`config.mk`:
```
export PLATFORM = sky130hd
export DESIGN_NAME = moesi_line_ctrl
export DESIGN_NICKNAME = d
export VERILOG_FILES = /design/src/rtl/moesi_pkg.sv /design/src/rtl/moesi_snoop_unit.sv /design/src/rtl/moesi_req_unit.sv /design/src/rtl/moesi_line_ctrl.sv
export SDC_FILE = /design/constraint.sdc
export NUM_CORES = 1
export LEC_CHECK = 0
export BUFFER_PORTS_ARGS = -buffer_cell sky130_fd_sc_hd__buf_2
export CAP_MARGIN = 15
export CORE_ASPECT_RATIO = 1.25
export CORE_MARGIN = 3
export CORE_UTILIZATION = 39
export CTS_CLUSTER_SIZE = 14
export DETAILED_ROUTE_END_ITERATION = 7
export HOLD_SLACK_MARGIN = 0.02
export PLACE_DENSITY_LB_ADDON = 0.2
export SYNTH_ARGS = -nofsm -noshare
export SYNTH_HDL_FRONTEND = slang
export SYNTH_SLANG_ARGS = --single-unit
```
`constraint.sdc`:
```
create_clock -name clk -period 2.4 [get_ports clk]
set_clock_uncertainty 0.2 [all_clocks]
set_input_delay 0.24 -clock clk [delete_from_list [all_inputs] [get_ports clk]]
set_output_delay 0.24 -clock clk [all_outputs]
set_load 0.05 [all_outputs]
```
`src/rtl/moesi_pkg.sv`:
```
package moesi_pkg;
  localparam int ST_W  = 3;
  localparam int CMD_W = 2;
  localparam int OP_W  = 2;

  typedef enum logic [ST_W-1:0] {
    ST_I = 3'd0, ST_S = 3'd1, ST_E = 3'd2, ST_O = 3'd3, ST_M = 3'd4
  } line_st_t;

  typedef enum logic [CMD_W-1:0] {
    BC_READ = 2'd0, BC_RWITM = 2'd1, BC_INV = 2'd2, BC_WB = 2'd3
  } bus_cmd_t;

  typedef enum logic [OP_W-1:0] {
    OP_READ = 2'd0, OP_WRITE = 2'd1, OP_REPL = 2'd2, OP_NONE = 2'd3
  } cpu_op_t;
endpackage

```
`src/rtl/moesi_snoop_unit.sv`:
```
module moesi_snoop_unit
  import moesi_pkg::*;
#(
  parameter bit EXCL_INTV = 1'b1
) (
  input  line_st_t cur_st,
  input  logic     snp_valid,
  input  bus_cmd_t snp_cmd,
  input  logic     snp_hit,
  output logic     act,
  output line_st_t nxt_st,
  output logic     resp_shared,
  output logic     resp_supply
);
  logic owner;
  logic wants_data;

  always_comb begin
    act        = snp_valid && snp_hit && (cur_st != ST_I) && (snp_cmd != BC_WB);
    owner      = (cur_st == ST_M) || (cur_st == ST_O) || (EXCL_INTV && (cur_st == ST_E));
    wants_data = (snp_cmd == BC_READ) || (snp_cmd == BC_RWITM);
    resp_shared = act;
    resp_supply = act && owner && wants_data;
    nxt_st = cur_st;
    unique case (snp_cmd)
      BC_READ: begin
        if (cur_st == ST_M)      nxt_st = ST_O;
        else if (cur_st == ST_E) nxt_st = ST_S;
      end
      BC_RWITM, BC_INV: nxt_st = ST_I;
      default: nxt_st = cur_st;
    endcase
  end
endmodule

```
`src/rtl/moesi_req_unit.sv`:
```
module moesi_req_unit
  import moesi_pkg::*;
(
  input  logic             clk,
  input  logic             rst,
  input  line_st_t         cur_st,
  input  logic             req_valid,
  input  logic [OP_W-1:0]  req_op,
  input  logic             req_hit,
  input  logic             snp_valid,
  input  logic             bus_gnt,
  input  logic             bus_shared_in,
  output logic             upd_valid,
  output line_st_t         upd_st,
  output logic             bus_req_valid,
  output logic [CMD_W-1:0] bus_req_cmd,
  output logic             busy,
  output logic             done
);
  typedef enum logic [1:0] {F_IDLE, F_EVAL, F_ISSUE, F_RESP} fsm_t;

  fsm_t     fsm_q;
  cpu_op_t  op_q;
  logic     hit_q;
  bus_cmd_t cmd_q;
  logic     line_hit;
  logic     need_bus;
  bus_cmd_t want_cmd;
  logic     set_st;
  line_st_t set_val;
  line_st_t resp_st;

  always_comb begin
    line_hit = hit_q && (cur_st != ST_I);
    need_bus = 1'b0;
    want_cmd = BC_READ;
    set_st   = 1'b0;
    set_val  = cur_st;
    unique case (op_q)
      OP_READ: need_bus = !line_hit;
      OP_WRITE: begin
        if (line_hit && ((cur_st == ST_M) || (cur_st == ST_E))) begin
          set_st  = 1'b1;
          set_val = ST_M;
        end else begin
          need_bus = 1'b1;
          want_cmd = line_hit ? BC_INV : BC_RWITM;
        end
      end
      OP_REPL: begin
        if (line_hit && ((cur_st == ST_M) || (cur_st == ST_O))) begin
          need_bus = 1'b1;
          want_cmd = BC_WB;
        end else if (line_hit) begin
          set_st  = 1'b1;
          set_val = ST_I;
        end
      end
      default: ;
    endcase
  end

  always_comb begin
    unique case (cmd_q)
      BC_READ: resp_st = bus_shared_in ? ST_S : ST_E;
      BC_WB:   resp_st = ST_I;
      default: resp_st = ST_M;
    endcase
    upd_valid = ((fsm_q == F_EVAL) && !snp_valid && set_st && !need_bus) || (fsm_q == F_RESP);
    upd_st    = (fsm_q == F_RESP) ? resp_st : set_val;
  end

  always_ff @(posedge clk) begin
    if (rst) begin
      fsm_q         <= F_IDLE;
      op_q          <= OP_NONE;
      hit_q         <= 1'b0;
      cmd_q         <= BC_READ;
      bus_req_valid <= 1'b0;
      busy          <= 1'b0;
      done          <= 1'b0;
    end else begin
      done <= 1'b0;
      unique case (fsm_q)
        F_IDLE: if (req_valid) begin
          op_q  <= cpu_op_t'(req_op);
          hit_q <= req_hit;
          busy  <= 1'b1;
          fsm_q <= F_EVAL;
        end
        F_EVAL: if (!snp_valid) begin
          if (need_bus) begin
            cmd_q         <= want_cmd;
            bus_req_valid <= 1'b1;
            fsm_q         <= F_ISSUE;
          end else begin
            done  <= 1'b1;
            busy  <= 1'b0;
            fsm_q <= F_IDLE;
          end
        end
        F_ISSUE: begin
          if (snp_valid) begin
            bus_req_valid <= 1'b0;
            fsm_q         <= F_EVAL;
          end else if (bus_gnt) begin
            bus_req_valid <= 1'b0;
            fsm_q         <= F_RESP;
          end
        end
        F_RESP: begin
          done  <= 1'b1;
          busy  <= 1'b0;
          fsm_q <= F_IDLE;
        end
        default: fsm_q <= F_IDLE;
      endcase
    end
  end

  assign bus_req_cmd = cmd_q;
endmodule

```
`src/rtl/moesi_line_ctrl.sv`:
```
module moesi_line_ctrl
  import moesi_pkg::*;
#(
  parameter bit EXCL_INTV = 1'b1
) (
  input  logic             clk,
  input  logic             rst,
  input  logic             cpu_req_valid,
  input  logic [OP_W-1:0]  cpu_req_op,
  input  logic             cpu_hit,
  output logic             cpu_busy,
  output logic             cpu_done,
  output logic [ST_W-1:0]  line_state,
  output logic             bus_req_valid,
  output logic [CMD_W-1:0] bus_req_cmd,
  input  logic             bus_gnt,
  input  logic             bus_shared_in,
  input  logic             snp_valid,
  input  logic [CMD_W-1:0] snp_cmd,
  input  logic             snp_hit,
  output logic             snp_shared_out,
  output logic             snp_supply_out
);
  line_st_t st_q;
  line_st_t snp_nxt;
  line_st_t upd_st;
  logic     snp_act;
  logic     snp_sh;
  logic     snp_sup;
  logic     upd_valid;

  moesi_snoop_unit #(.EXCL_INTV(EXCL_INTV)) u_snoop (
    .cur_st      (st_q),
    .snp_valid   (snp_valid),
    .snp_cmd     (bus_cmd_t'(snp_cmd)),
    .snp_hit     (snp_hit),
    .act         (snp_act),
    .nxt_st      (snp_nxt),
    .resp_shared (snp_sh),
    .resp_supply (snp_sup)
  );

  moesi_req_unit u_req (
    .clk           (clk),
    .rst           (rst),
    .cur_st        (st_q),
    .req_valid     (cpu_req_valid),
    .req_op        (cpu_req_op),
    .req_hit       (cpu_hit),
    .snp_valid     (snp_valid),
    .bus_gnt       (bus_gnt),
    .bus_shared_in (bus_shared_in),
    .upd_valid     (upd_valid),
    .upd_st        (upd_st),
    .bus_req_valid (bus_req_valid),
    .bus_req_cmd   (bus_req_cmd),
    .busy          (cpu_busy),
    .done          (cpu_done)
  );

  always_ff @(posedge clk) begin
    if (rst) begin
      st_q           <= ST_I;
      snp_shared_out <= 1'b0;
      snp_supply_out <= 1'b0;
    end else begin
      snp_shared_out <= snp_sh;
      snp_supply_out <= snp_sup;
      if (snp_act)        st_q <= snp_nxt;
      else if (upd_valid) st_q <= upd_st;
    end
  end

  assign line_state = st_q;
endmodule

```
### Word-level counts from Yosys, hierarchy flattened

Index checks and enable logic that the tools add are counted.

| storage, ports and cells | value |
|---|---|
| RAM bits | 0 |
| flip-flop bits (word level) | 15 |
| latch bits | 0 |
| output and inout bits | 10 |
| bits in read-only memories | 0 |
| memories | 0 |
| bits of input ports | 12 |
| logic and storage cells | 109 |

| operators by class | value |
|---|---|
| $add $sub $neg | 0 |
| divide/modulo/power cells | 0 |
| magnitude comparators | 0 |
| reduce and logical (&&, ||, !) cells | 35 |
| shifts and indexed selects | 0 |
| equality and inequality tests | 22 |
| multipliers | 0 |
| mux-type cells | 41 |
| bitwise operators | 1 |

Operators by type and width:

| kind | number |
|---|---|
| $mux W3 | 8 |
| $mux W2 | 9 |
| $pmux W3 S2 | 3 |
| $mux W1 | 14 |
| $ne A4 B2 Y1 const B | 3 |
| $logic_and A1 B1 Y1 | 11 |
| $eq A2 B2 Y1 const B | 5 |
| $logic_not A2 Y1 | 4 |
| $ne A2 B2 Y1 const B | 4 |
| $pmux W2 S4 | 1 |
| $reduce_and A4 Y1 | 2 |
| $reduce_and A7 Y1 | 1 |
| $eq A2 B1 Y1 const B | 3 |
| $eq A3 B2 Y1 const B | 2 |
| $pmux W1 S2 | 3 |
| $pmux W1 S3 | 2 |
| $reduce_and A3 Y1 | 2 |
| $reduce_bool A3 Y1 | 2 |
| $logic_or A1 B1 Y1 | 5 |
| $ne A4 B4 Y1 const B | 1 |
| $pmux W2 S2 | 1 |
| $reduce_bool A2 Y1 | 2 |
| $reduce_bool A4 Y1 | 1 |
| $eq A3 B3 Y1 const B | 1 |
| other kinds (7) | 9 |

### Depth between registers and ports, before layout

Gate-level depths: netlist (run 1).

| logic depth | value |
|---|---|
| depth in word-level cells | 10 |
| mapped depth | 7 |
| gate-level depth less buffers | 7 |

### Cells and area by module

A second synthesis (run 1) with hierarchy kept.

| second synthesis, totals | value |
|---|---|
| cells, all modules | 140 |
| area, all modules | 1107.3 um^2 |

Modules (own cells, without submodules):

| module | cells each | seq. area each (um^2) | instances | area an instance (um^2) |
|---|---|---|---|---|
| moesi_req_unit | 106 | 200.2 | 1 | 812.0 |
| moesi_line_ctrl | 17 | 100.1 | 1 | 187.7 |
| moesi_snoop_unit | 17 | 0.0 | 1 | 107.6 |

### Least setup slack after synthesis (run 1)

Ideal clock, no wire load.

| timing path | value |
|---|---|
| kind | reg-to-reg |
| start point | register st_q[1] (netlist: line_state[1]) |
| end point | register st_q[2] (netlist: line_state[2]) |
| setup time | 91 ps |
| stages on the path, launching flop included | 7 |
| data arrival time | 1946 ps |
| period minus slack after synthesis | 2237 ps |
| path buffers | 1 |
| slack | 163 ps |
| cells stage by stage | dfxtp_1 -> buf_2 -> nor3_1 -> nor3_2 -> mux2i_2 -> a22oi_1 -> a311oi_1 |

| on the way | value |
|---|---|
| longest elaborated chain between the ends | 10 |
| elaborated cells on any way between the ends | 34 |
| those cells by class | eq/ne (8); mux (10); reduce/logical (16) |

Ends and longest elaborated chain:

| item | RTL line | source |
|---|---|---|
| start, declared | moesi_line_ctrl.sv:24 | `line_st_t st_q;` |
| start signal, assigned | moesi_line_ctrl.sv:69 | `if (snp_act) st_q <= snp_nxt;` |
| start signal, assigned | moesi_line_ctrl.sv:70 | `else if (upd_valid) st_q <= upd_st;` |
| $eq A3 B3 Y1, or another cell as far along | moesi_snoop_unit.sv:27, moesi_req_unit.sv:42, moesi_req_unit.sv:51 |  |
| $logic_or A1 B1 Y1, or another cell as far along | moesi_req_unit.sv:51 | `if (line_hit && ((cur_st == ST_M) \|\| (cur_st == ST_O))) begin` |
| $logic_and A1 B1 Y1, or another cell as far along | moesi_req_unit.sv:51 |  |
| $mux W1 (on tied branches) | moesi_req_unit.sv:51, moesi_req_unit.sv:42 |  |
| $pmux W1 S3 / $pmux W1 S2 (equally long branches) | moesi_req_unit.sv:39 | `unique case (op_q)` |
| $logic_not A1 Y1 / $logic_and A1 B1 Y1 (equally long branches) | moesi_req_unit.sv:69 | `upd_valid = ((fsm_q == F_EVAL) && !snp_valid && set_st && !need_bus) \|\| (fsm_q == F_RESP);` |
| $logic_and A1 B1 Y1 | moesi_req_unit.sv:69 |  |
| $logic_or A1 B1 Y1 | moesi_req_unit.sv:69 |  |
| $reduce_bool A2 Y1 (no source line) | -- |  |
| $reduce_and A7 Y1 (no source line) | -- |  |

Parallel ways exist; a longest one is shown, timed or not.
A chain may end at the register's enable or synchronous reset.

### Worst setup path in the final report (run 1)

Same ends and word-level chain as after synthesis.

==> qor.txt, run 1 <==
kind of start point of the critical path: flop
count of cells along the worst register-to-register path: 5
Clock transition at path regs: 100 ps
Primary FF master, synth: sky130_fd_sc_hd__dfxtp_1
final worst-path cycle share: 86.4%
data required time of the worst path: 2400 ps
die outline width: 52.6 µm
Synth Area in Adders: 15.4%
Worst EP arrival: 2080 ps
DRC violation total after the first TritonRoute iteration: 26
fraction of post-synthesis cell area in the top cell type by area: 28.4%
via count of the first global-routing pass: 900
Core ar.: 2500 µm²
unrepaired setup endpoints after global routing: false
final count of hold timing violations: 0
CP max stage delay: 560 ps
combinational family with the most area after synthesis: compound AO/OA/AOI/OAI gates
grt ovf: 0
Achievable Freq: 482 MHz
gr usage total: 14.9%
clock tree from TritonCTS: yes
estimated wirelength of the detail-placed design: 1870 µm
HP Start: cpu_req_valid
number of buffers on the longest clock path: 2
Clk Tree Root Cell: sky130_fd_sc_hd__clkbuf_4
core occupancy in the finished layout: 49.3%
number of flops mapped to enable cells by yosys: 0
effective utilization at floorplan: 42.3%
total area of sequential cells: 300 µm²
type of the setup path with the least slack: flop to flop
element type at the critical path end: flop
buffering stage count on the worst path with inverters included: 0
number of flip-flops and latches in the synthesized netlist: 15
Total Routed Length: 2340 µm
CTS H-tree lvls: 1
simple-gate share of the synthesized area: 23.2%
layout cell share with drive strength beyond 1: 22.8%
Crit path max-delay family: flip-flops
Hold Buf Count CTS: 1
setup violation total in the final timing report: 0
maximum VDD drop: 0.304 mV
weighted congestion at the end of routability-driven global placement: 0.864
largest area contributor in the synthesized netlist: sky130_fd_sc_hd__dfxtp_1
number of buffers inserted during clock tree synthesis: 3
pin count of the biggest net entering global routing: 17
Pleak: 0.000568 µW
run status: finished clean
Worst Hold Slack: 45.1 ps
distinct cell type count after synthesis: 40
Post-layout nets: 175
pre-CTS setup slack: 356 ps
Worst R2R Start: line_state[1]
Async SR Flop Fraction: 0%
Hold Crit Endpoint: u_req.hit_q
total iterations of the first detailed-routing run: 4
multiplexer fraction of the synthesized cell area: 1.30%
Port Buffers: 21
global-route wire length before repair: 3820 µm
total number of placement rows: 20
power after layout: 566 µW
multi-input gate area in the final layout: 693 µm²
post-route setup TNS: 0 ps
Worst path slowest cell: sky130_fd_sc_hd__dfxtp_1
share of the synthesized area in compound gates (AO/OA/AOI/OAI): 24.8%
per-instance average area after synthesis: 8.47 µm²
total DRC errors in the routed layout: 0
vias per cell: 5.47
maxcap violations: 0
detailed-route via count: 995
time the final worst path needs with I/O delays and setup: 2070 ps
routed length per instance: 12.9 µm
area growth from synthesis to layout: 16.4%
top area cells in the synthesized netlist: sky130_fd_sc_hd__dfxtp_1 28%, sky130_fd_sc_hd__ha_1 15%, sky130_fd_sc_hd__inv_1 5.3%
number of nets in the synthesized netlist: 150
number of antenna violations at the first check in global routing: 0
Reg2Reg Setup Slack: 330 ps
cts repair resizes: 0
latest clock arrival within the worst-skew pair: 290 ps
number of instances in the synthesized netlist: 125
fill cell count: 271
area of the die: 3380 µm²
critical path, cell by cell: nor3_1 -> nor3_2 -> mux2i_2 -> a22oi_1 -> a311oi_1
residual antenna-violating net count after detailed routing: 0
TritonCTS Sinks: 15
Least-Margin Pin Slew: 374 ps
parity-gate share of the synthesized area counting xor and xnor cells: 0.827%
minimum setup slack in the final design: 326 ps
type of the most critical hold path: input port to flop
capture point of the worst reg-to-reg path: line_state[2]
vertical extent of the die: 64.2 µm
n_diodes: 0
worst relative slew slack: 75.0%
pwr dens: 459 nW/µm²
Post-CTS Repair Setup Buffers: 0
number of warnings printed during yosys synthesis: 0
number of primary I/O pins: 22
sequential fraction of the synthesis area: 28.4%
Slew Viols, Final: 0
maximum fanout along the worst path: 10
Hold Path Cell Cnt: 3
cell area after technology mapping: 1060 µm²
==> tightest hold or removal path: cells and delay by family <==
family / cells / cell delay [ps]
simple gates: 1 / 80
buf+inv: 1 / 120
compound gates: 1 / 50
==> logic make-up (layout without fill, tap and decap cells) <==
family                   after synthesis  after routing
flip-flops                            15             15
XOR/XNOR                               1              1
AO/OA/AOI/OAI                         34             34
buffers and inverters                 17             41
adder cells (fa/ha/maj)               13             13
AND/OR/NAND/NOR                       44             44
multiplexers                           1              1
==> cells in the final DEF (no fill, tap or decap), types with 3 or more instances in the layout <==
cell type / synthesis / final
sky130_fd_sc_hd__ha_1: 13 / 13
sky130_fd_sc_hd__clkbuf_4: 0 / 3
sky130_fd_sc_hd__a311oi_1: 3 / 3
sky130_fd_sc_hd__nand2_1: 13 / 13
sky130_fd_sc_hd__nand2b_1: 4 / 4
sky130_fd_sc_hd__buf_2: 1 / 21
sky130_fd_sc_hd__nand3_1: 6 / 6
sky130_fd_sc_hd__a21oi_1: 7 / 7
sky130_fd_sc_hd__o21ai_0: 5 / 5
sky130_fd_sc_hd__dfxtp_1: 15 / 15
sky130_fd_sc_hd__inv_1: 15 / 15
sky130_fd_sc_hd__nor3_1: 3 / 3
sky130_fd_sc_hd__nor2_1: 5 / 5
==> registers in the layout, indices dropped and copies added, names as in the netlist <==
register             cells
snp_shared_out           1
u_req.fsm_q              2
u_req.bus_req_cmd        2
u_req.hit_q              1
u_req.done               1
line_state               3
u_req.busy               1
u_req.bus_req_valid      1
snp_supply_out           1
u_req.op_q               2
==> Yosys cell counts (all sizes together), types with 4 or more instances <==
library cell	instances
nand2	13
a21oi	7
ha	13
nor3	4
a311oi	4
inv	15
o21ai	6
nor2	5
dfxtp	15
nand3	6
nand2b	4
==> report_power, final <==
group | switching (µW) | total, µW | internal (µW)
clock | 83.2 | 148 | 64.6
combinational | 92.5 | 147 | 54.1
sequential | 10.4 | 272 | 261
total | 186 | 566 | 380
==> per-layer routing <==
metal / vias to the layer above / global-route usage [%] / wire (µm)
li1: 502 / - / -
met2: 26 / 24.5 / 1130
met1: 463 / 18.9 / 1060
met4: 0 / 5.75 / 32
met3: 4 / 2.33 / 120
met5: - / 0 / 0
==> cell type report <==
type	count	area share, %
inverters	15	4.57
multi-input cells	93	56.2
clock buffers	4	2.13
well taps	33	3.35
flip-flops and latches	15	24.4
repair buffers	22	9.34
==> stage by stage <==
| stage | instance area, µm² | cells |
|---|---|---|
| CTS | 1230 | 182 |
| detailed placement | 1200 | 177 |
| global route | 1230 | 182 |
| finish | 1230 | 182 |
| floorplan | 1060 | 125 |
| global placement | 1200 | 177 |
==> worst max path at each step <==
stage,startpoint,to,slack [ps],cells past startpoint
after floorplan,line_state[1],line_state[2],160,6
after global placement,line_state[1],line_state[2],340,5
after detailed placement,line_state[1],line_state[2],360,5
after CTS,line_state[1],line_state[2],340,5
after global routing,line_state[1],line_state[2],160,5
final,line_state[1],line_state[2],330,5
No activity file was read; power rests on OpenSTA's default activity.
==> inputs of run 2 (changes only) <==
MAX_ROUTING_LAYER = met4   (was not set)
==> run 2 against run 1 <==
- via count increased by 0.20%
- highest routed layer unchanged
- largest power group unchanged
- clock-buffer cell count unchanged
- critical endpoint unchanged
- total power is essentially flat
- core utilization stayed put
- sequential cell count unchanged
- first-iteration DRC count unchanged
==> qor.txt, run 2 (synthesized netlist as in run 1, its figures left out) <==
run status: finished clean
placed inst area: 1200 µm²
number of buffers on the longest clock path: 2
Port Buffers: 21
met3 track utilization from global routing: 2.10%
area of the die: 3380 µm²
vias per cell: 5.48
Worst EP arrival: 2080 ps
number of primary I/O pins: 22
unrepaired setup endpoints after global routing: false
kind of start point of the critical path: flop
latest clock arrival within the worst-skew pair: 290 ps
residual antenna-violating net count after detailed routing: 0
fraction of met1 tracks used by global routing: 19.0%
number of antenna violations at the first check in global routing: 0
Core ar.: 2500 µm²
time the final worst path needs with I/O delays and setup: 2070 ps
total number of placement rows: 20
Clock transition at path regs: 100 ps
routed length per instance: 12.8 µm
via count of the first global-routing pass: 900
Post-layout nets: 175
summed area of non-filler cells in the final layout: 1230 µm²
most common library cell in the layout ignoring fill and taps: sky130_fd_sc_hd__buf_2
Least-Margin Pin Slew: 374 ps
minimum setup slack in the final design: 326 ps
flip-flop count of the largest register after layout: 3
type of the most critical hold path: input port to flop
type of the setup path with the least slack: flop to flop
cts repair resizes: 0
gr busiest metal: met2
final worst-path cycle share: 86.4%
grt ovf: 0
detailed-route via count: 997
Pleak: 0.000568 µW
estimated wirelength of the detail-placed design: 1870 µm
count of cells along the worst register-to-register path: 5
TritonCTS Sinks: 15
gr usage total: 15.2%
core occupancy in the finished layout: 49.3%
DRC violation total after the first TritonRoute iteration: 26
Reg2Reg Setup Slack: 330 ps
pin count of the biggest net entering global routing: 17
Critical Path Start: line_state[1]
pre-CTS setup slack: 356 ps
die outline width: 52.6 µm
element type at the critical path end: flop
pwr dens: 459 nW/µm²
Slew Viols, Final: 0
end point of the critical path: line_state[2]
Worst Hold Slack: 45.2 ps
Total Routed Length: 2340 µm
final count of hold timing violations: 0
data required time of the worst path: 2400 ps
CTS H-tree lvls: 1
clock tree from TritonCTS: yes
total DRC errors in the routed layout: 0
n_diodes: 0
Achievable Freq: 482 MHz
area growth from synthesis to layout: 16.4%
Clk Tree Root Cell: sky130_fd_sc_hd__clkbuf_4
vertical extent of the die: 64.2 µm
weighted congestion at the end of routability-driven global placement: 0.878
effective utilization at floorplan: 42.3%
layout cell share with drive strength beyond 1: 22.8%
Worst R2R Start: line_state[1]
met2 layer usage reported by global route: 24.5%
maximum VDD drop: 0.304 mV
post-route setup TNS: 0 ps
setup violation total in the final timing report: 0
global-route wire length before repair: 3820 µm
worst relative slew slack: 75.0%
total iterations of the first detailed-routing run: 4
maximum fanout along the worst path: 10
capture point of the worst reg-to-reg path: line_state[2]
commonest non-fill, non-tap cells in the layout: 21 x sky130_fd_sc_hd__buf_2, 15 x sky130_fd_sc_hd__inv_1, 15 x sky130_fd_sc_hd__dfxtp_1
fill cell count: 271
number of buffers inserted during clock tree synthesis: 3
maxcap violations: 0
run 2: per-layer routing:
metal | up-vias | wire [µm]
li1 | 502 | -
met1 | 463 | 1070
met2 | 28 | 1130
met3 | 4 | 113
met4 | 0 | 32
met5 | - | 0
run 2: worst max-delay path, stage by stage, from the launching register on:
cell                       delay (ps)
sky130_fd_sc_hd__dfxtp_1          560
sky130_fd_sc_hd__nor3_1           140
sky130_fd_sc_hd__nor3_2           310
sky130_fd_sc_hd__mux2i_2          380
sky130_fd_sc_hd__a22oi_1          150
sky130_fd_sc_hd__a311oi_1         260
run 2: metrics by stage:
| step | cells | power [µW] |
|---|---|---|
| floorplan | 125 | 384 |
| global placement | 177 | 421 |
| detailed placement | 177 | 423 |
| CTS | 182 | 574 |
| global route | 182 | 605 |
| finish | 182 | 566 |
run 2: report_power, final:
group	total [µW]	switching [µW]	internal, µW	leakage, µW
clock	148	83.2	64.6	0.0000150
combinational	147	92.6	54.1	0.000431
sequential	272	10.4	261	0.000122
total	566	186	380	0.000568
run 2: area by class of cell:
class                           instances  area [µm²]  share of cell area [%]
Inverter                               15        56.3                    4.57
Multi-Input combinational cell         93         693                    56.2
Clock buffer                            4        26.3                    2.13
Timing Repair Buffer                   22         115                    9.34
Tap cell                               33        41.3                    3.35
Sequential cell                        15         300                    24.4
run 2: worst min path at each step:
stage                  startpoint        endpoint  slack, ps  depth (start not counted)
floorplan                     rst  snp_shared_out        120                          1
global placement       u_req.busy      u_req.busy        280                          2
detailed placement     u_req.busy      u_req.busy        270                          2
CTS                 cpu_req_valid     u_req.hit_q         40                          3
global route        cpu_req_valid     u_req.hit_q         40                          3
finish              cpu_req_valid     u_req.hit_q         50                          3
run 2: repair_timing:
| item | 4_1_cts | 5_1_grt |
|---|---|---|
| hold endpoints to repair | 1 | 0 |
| setup buffers | 0 | 0 |
| endpoints found under the setup margin | 0 | 0 |
| hold buffers | 1 | 0 |
==> inputs of run 3 (changes only) <==
CORE_UTILIZATION = 50   (was 39)
==> run 3 against run 2 <==
- global-route usage rose by 6.8 points
- register-to-register slack got worse by 100 ps
- combinational power barely moved
- largest power group unchanged
==> qor.txt, run 3 (synthesized netlist as in run 1, its figures left out) <==
weighted congestion at the end of routability-driven global placement: 0.895
number of buffers on the longest clock path: 2
buffering stage count on the worst path with inverters included: 0
Hold Path Cell Cnt: 3
worst relative slew slack: 74.7%
Achievable Freq: 460 MHz
commonest non-fill, non-tap cells in the layout: 21 x sky130_fd_sc_hd__buf_2, 15 x sky130_fd_sc_hd__inv_1, 15 x sky130_fd_sc_hd__dfxtp_1
gr usage total: 22.0%
Clock transition at path regs: 110 ps
estimated wirelength of the detail-placed design: 1950 µm
final count of hold timing violations: 0
number of antenna violations at the first check in global routing: 0
Total Routed Length: 2520 µm
vertical extent of the die: 57.4 µm
Post-CTS Repair Setup Buffers: 0
Worst EP arrival: 2180 ps
Post-layout nets: 175
Core ar.: 1980 µm²
die outline width: 47.2 µm
Reg2Reg Setup Slack: 220 ps
CTS H-tree lvls: 1
post-route setup TNS: 0 ps
number of buffers inserted during clock tree synthesis: 3
critical path, cell by cell: nor3_1 -> nor3_2 -> mux2i_2 -> a22oi_1 -> a311oi_1
time the final worst path needs with I/O delays and setup: 2180 ps
TritonCTS Sinks: 15
power after layout: 580 µW
clock tree from TritonCTS: yes
total iterations of the first detailed-routing run: 4
data required time of the worst path: 2400 ps
pin count of the biggest net entering global routing: 17
HP Start: cpu_req_valid
grt ovf: 0
number of primary I/O pins: 22
via count of the first global-routing pass: 977
maximum fanout along the worst path: 10
most common library cell in the layout ignoring fill and taps: sky130_fd_sc_hd__buf_2
effective utilization at floorplan: 53.4%
Crit path max-delay family: flip-flops
Worst path slowest cell: sky130_fd_sc_hd__dfxtp_1
detailed-route via count: 1,014
kind of start point of the critical path: flop
pwr dens: 477 nW/µm²
global-route wire length before repair: 4200 µm
type of the setup path with the least slack: flop to flop
CP max stage delay: 560 ps
flip-flop count of the largest register after layout: 3
capture point of the worst reg-to-reg path: line_state[2]
Pleak: 0.000570 µW
type of the most critical hold path: input port to flop
layout cell share with drive strength beyond 1: 23.5%
final worst-path cycle share: 90.7%
Port Buffers: 21
total DRC errors in the routed layout: 0
vias per cell: 6.00
total number of placement rows: 18
area growth from synthesis to layout: 15.0%
setup violation total in the final timing report: 0
unrepaired setup endpoints after global routing: false
Least-Margin Pin Slew: 377 ps
maxcap violations: 0
Hold Crit Endpoint: u_req.hit_q
routed length per instance: 14.9 µm
element type at the critical path end: flop
count of cells along the worst register-to-register path: 5
n_diodes: 0
residual antenna-violating net count after detailed routing: 0
maximum VDD drop: 0.289 mV
Worst R2R Start: line_state[1]
DRC violation total after the first TritonRoute iteration: 13
Clk Tree Root Cell: sky130_fd_sc_hd__clkbuf_4
latest clock arrival within the worst-skew pair: 300 ps
Slew Viols, Final: 0
area of the die: 2710 µm²
run status: finished clean
[run 3: cell types whose count changed in the layout (fill, tap and decap cells not counted)]
cell | previous run | this run
sky130_fd_sc_hd__clkbuf_1 | 1 | 0
sky130_fd_sc_hd__clkinv_2 | 0 | 1
[run 3: per-stage QoR]
step	utilization, %	instances	instance area (µm²)	setup WS, ps	hold slack [ps]
after floorplan	-	125	1060	163	124
after global placement	59.5	164	1180	315	279
after detailed placement	59.5	164	1180	273	284
after CTS	61.4	169	1220	241	28.3
after global routing	61.4	169	1220	86.4	49.7
final	61.4	169	1220	224	26.9
[run 3: what timing repair did]
| action | in CTS | in global routing |
|---|---|---|
| setup endpoints to repair | 0 | 0 |
| hold buffers | 1 | 0 |
| hold endpoints to repair | 1 | 0 |
| resized for setup | 0 | 0 |
[run 3: area by class of cell]
cell class,count,area [µm²]
clock buffers,3,22.5
inverters,15,56.3
clock inverters,1,5.00
repair buffers,22,115
well taps,20,25.0
flip-flops and latches,15,300
fillers,193,764
multi-input cells,93,693
[run 3: power by group]
part	internal (µW)	switching, µW
registers	261	10.8
clock network	62.2	99.2
logic	53.9	92.9
total	377	203
[run 3: worst max-delay path by stage]
| stage | start | endpoint | slack, ps | depth (start not counted) |
|---|---|---|---|---|
| after floorplan | line_state[1] | line_state[2] | 160 | 6 |
| after global placement | line_state[1] | line_state[2] | 320 | 5 |
| after detailed placement | line_state[1] | line_state[2] | 270 | 5 |
| after CTS | line_state[1] | line_state[2] | 240 | 5 |
| after global routing | line_state[1] | line_state[0] | 90 | 5 |
| final | line_state[1] | line_state[2] | 220 | 5 |
[run 3: tightest hold or removal path: cells and delay by family]
kind,cells,cell delay [ps]
buffers and inverters,1,120
AND/OR/NAND/NOR,1,80
AO/OA/AOI/OAI,1,50
[run 3: routing by layer]
| layer | routed length, µm | share of wire, % | track usage [%] |
|---|---|---|---|
| met5 | 0 | 0 | - |
| met1 | 1030 | 41 | 24.1 |
| met4 | 45 | 1.8 | 7.91 |
| met3 | 92 | 3.6 | 3.79 |
| met2 | 1350 | 54 | 38.1 |
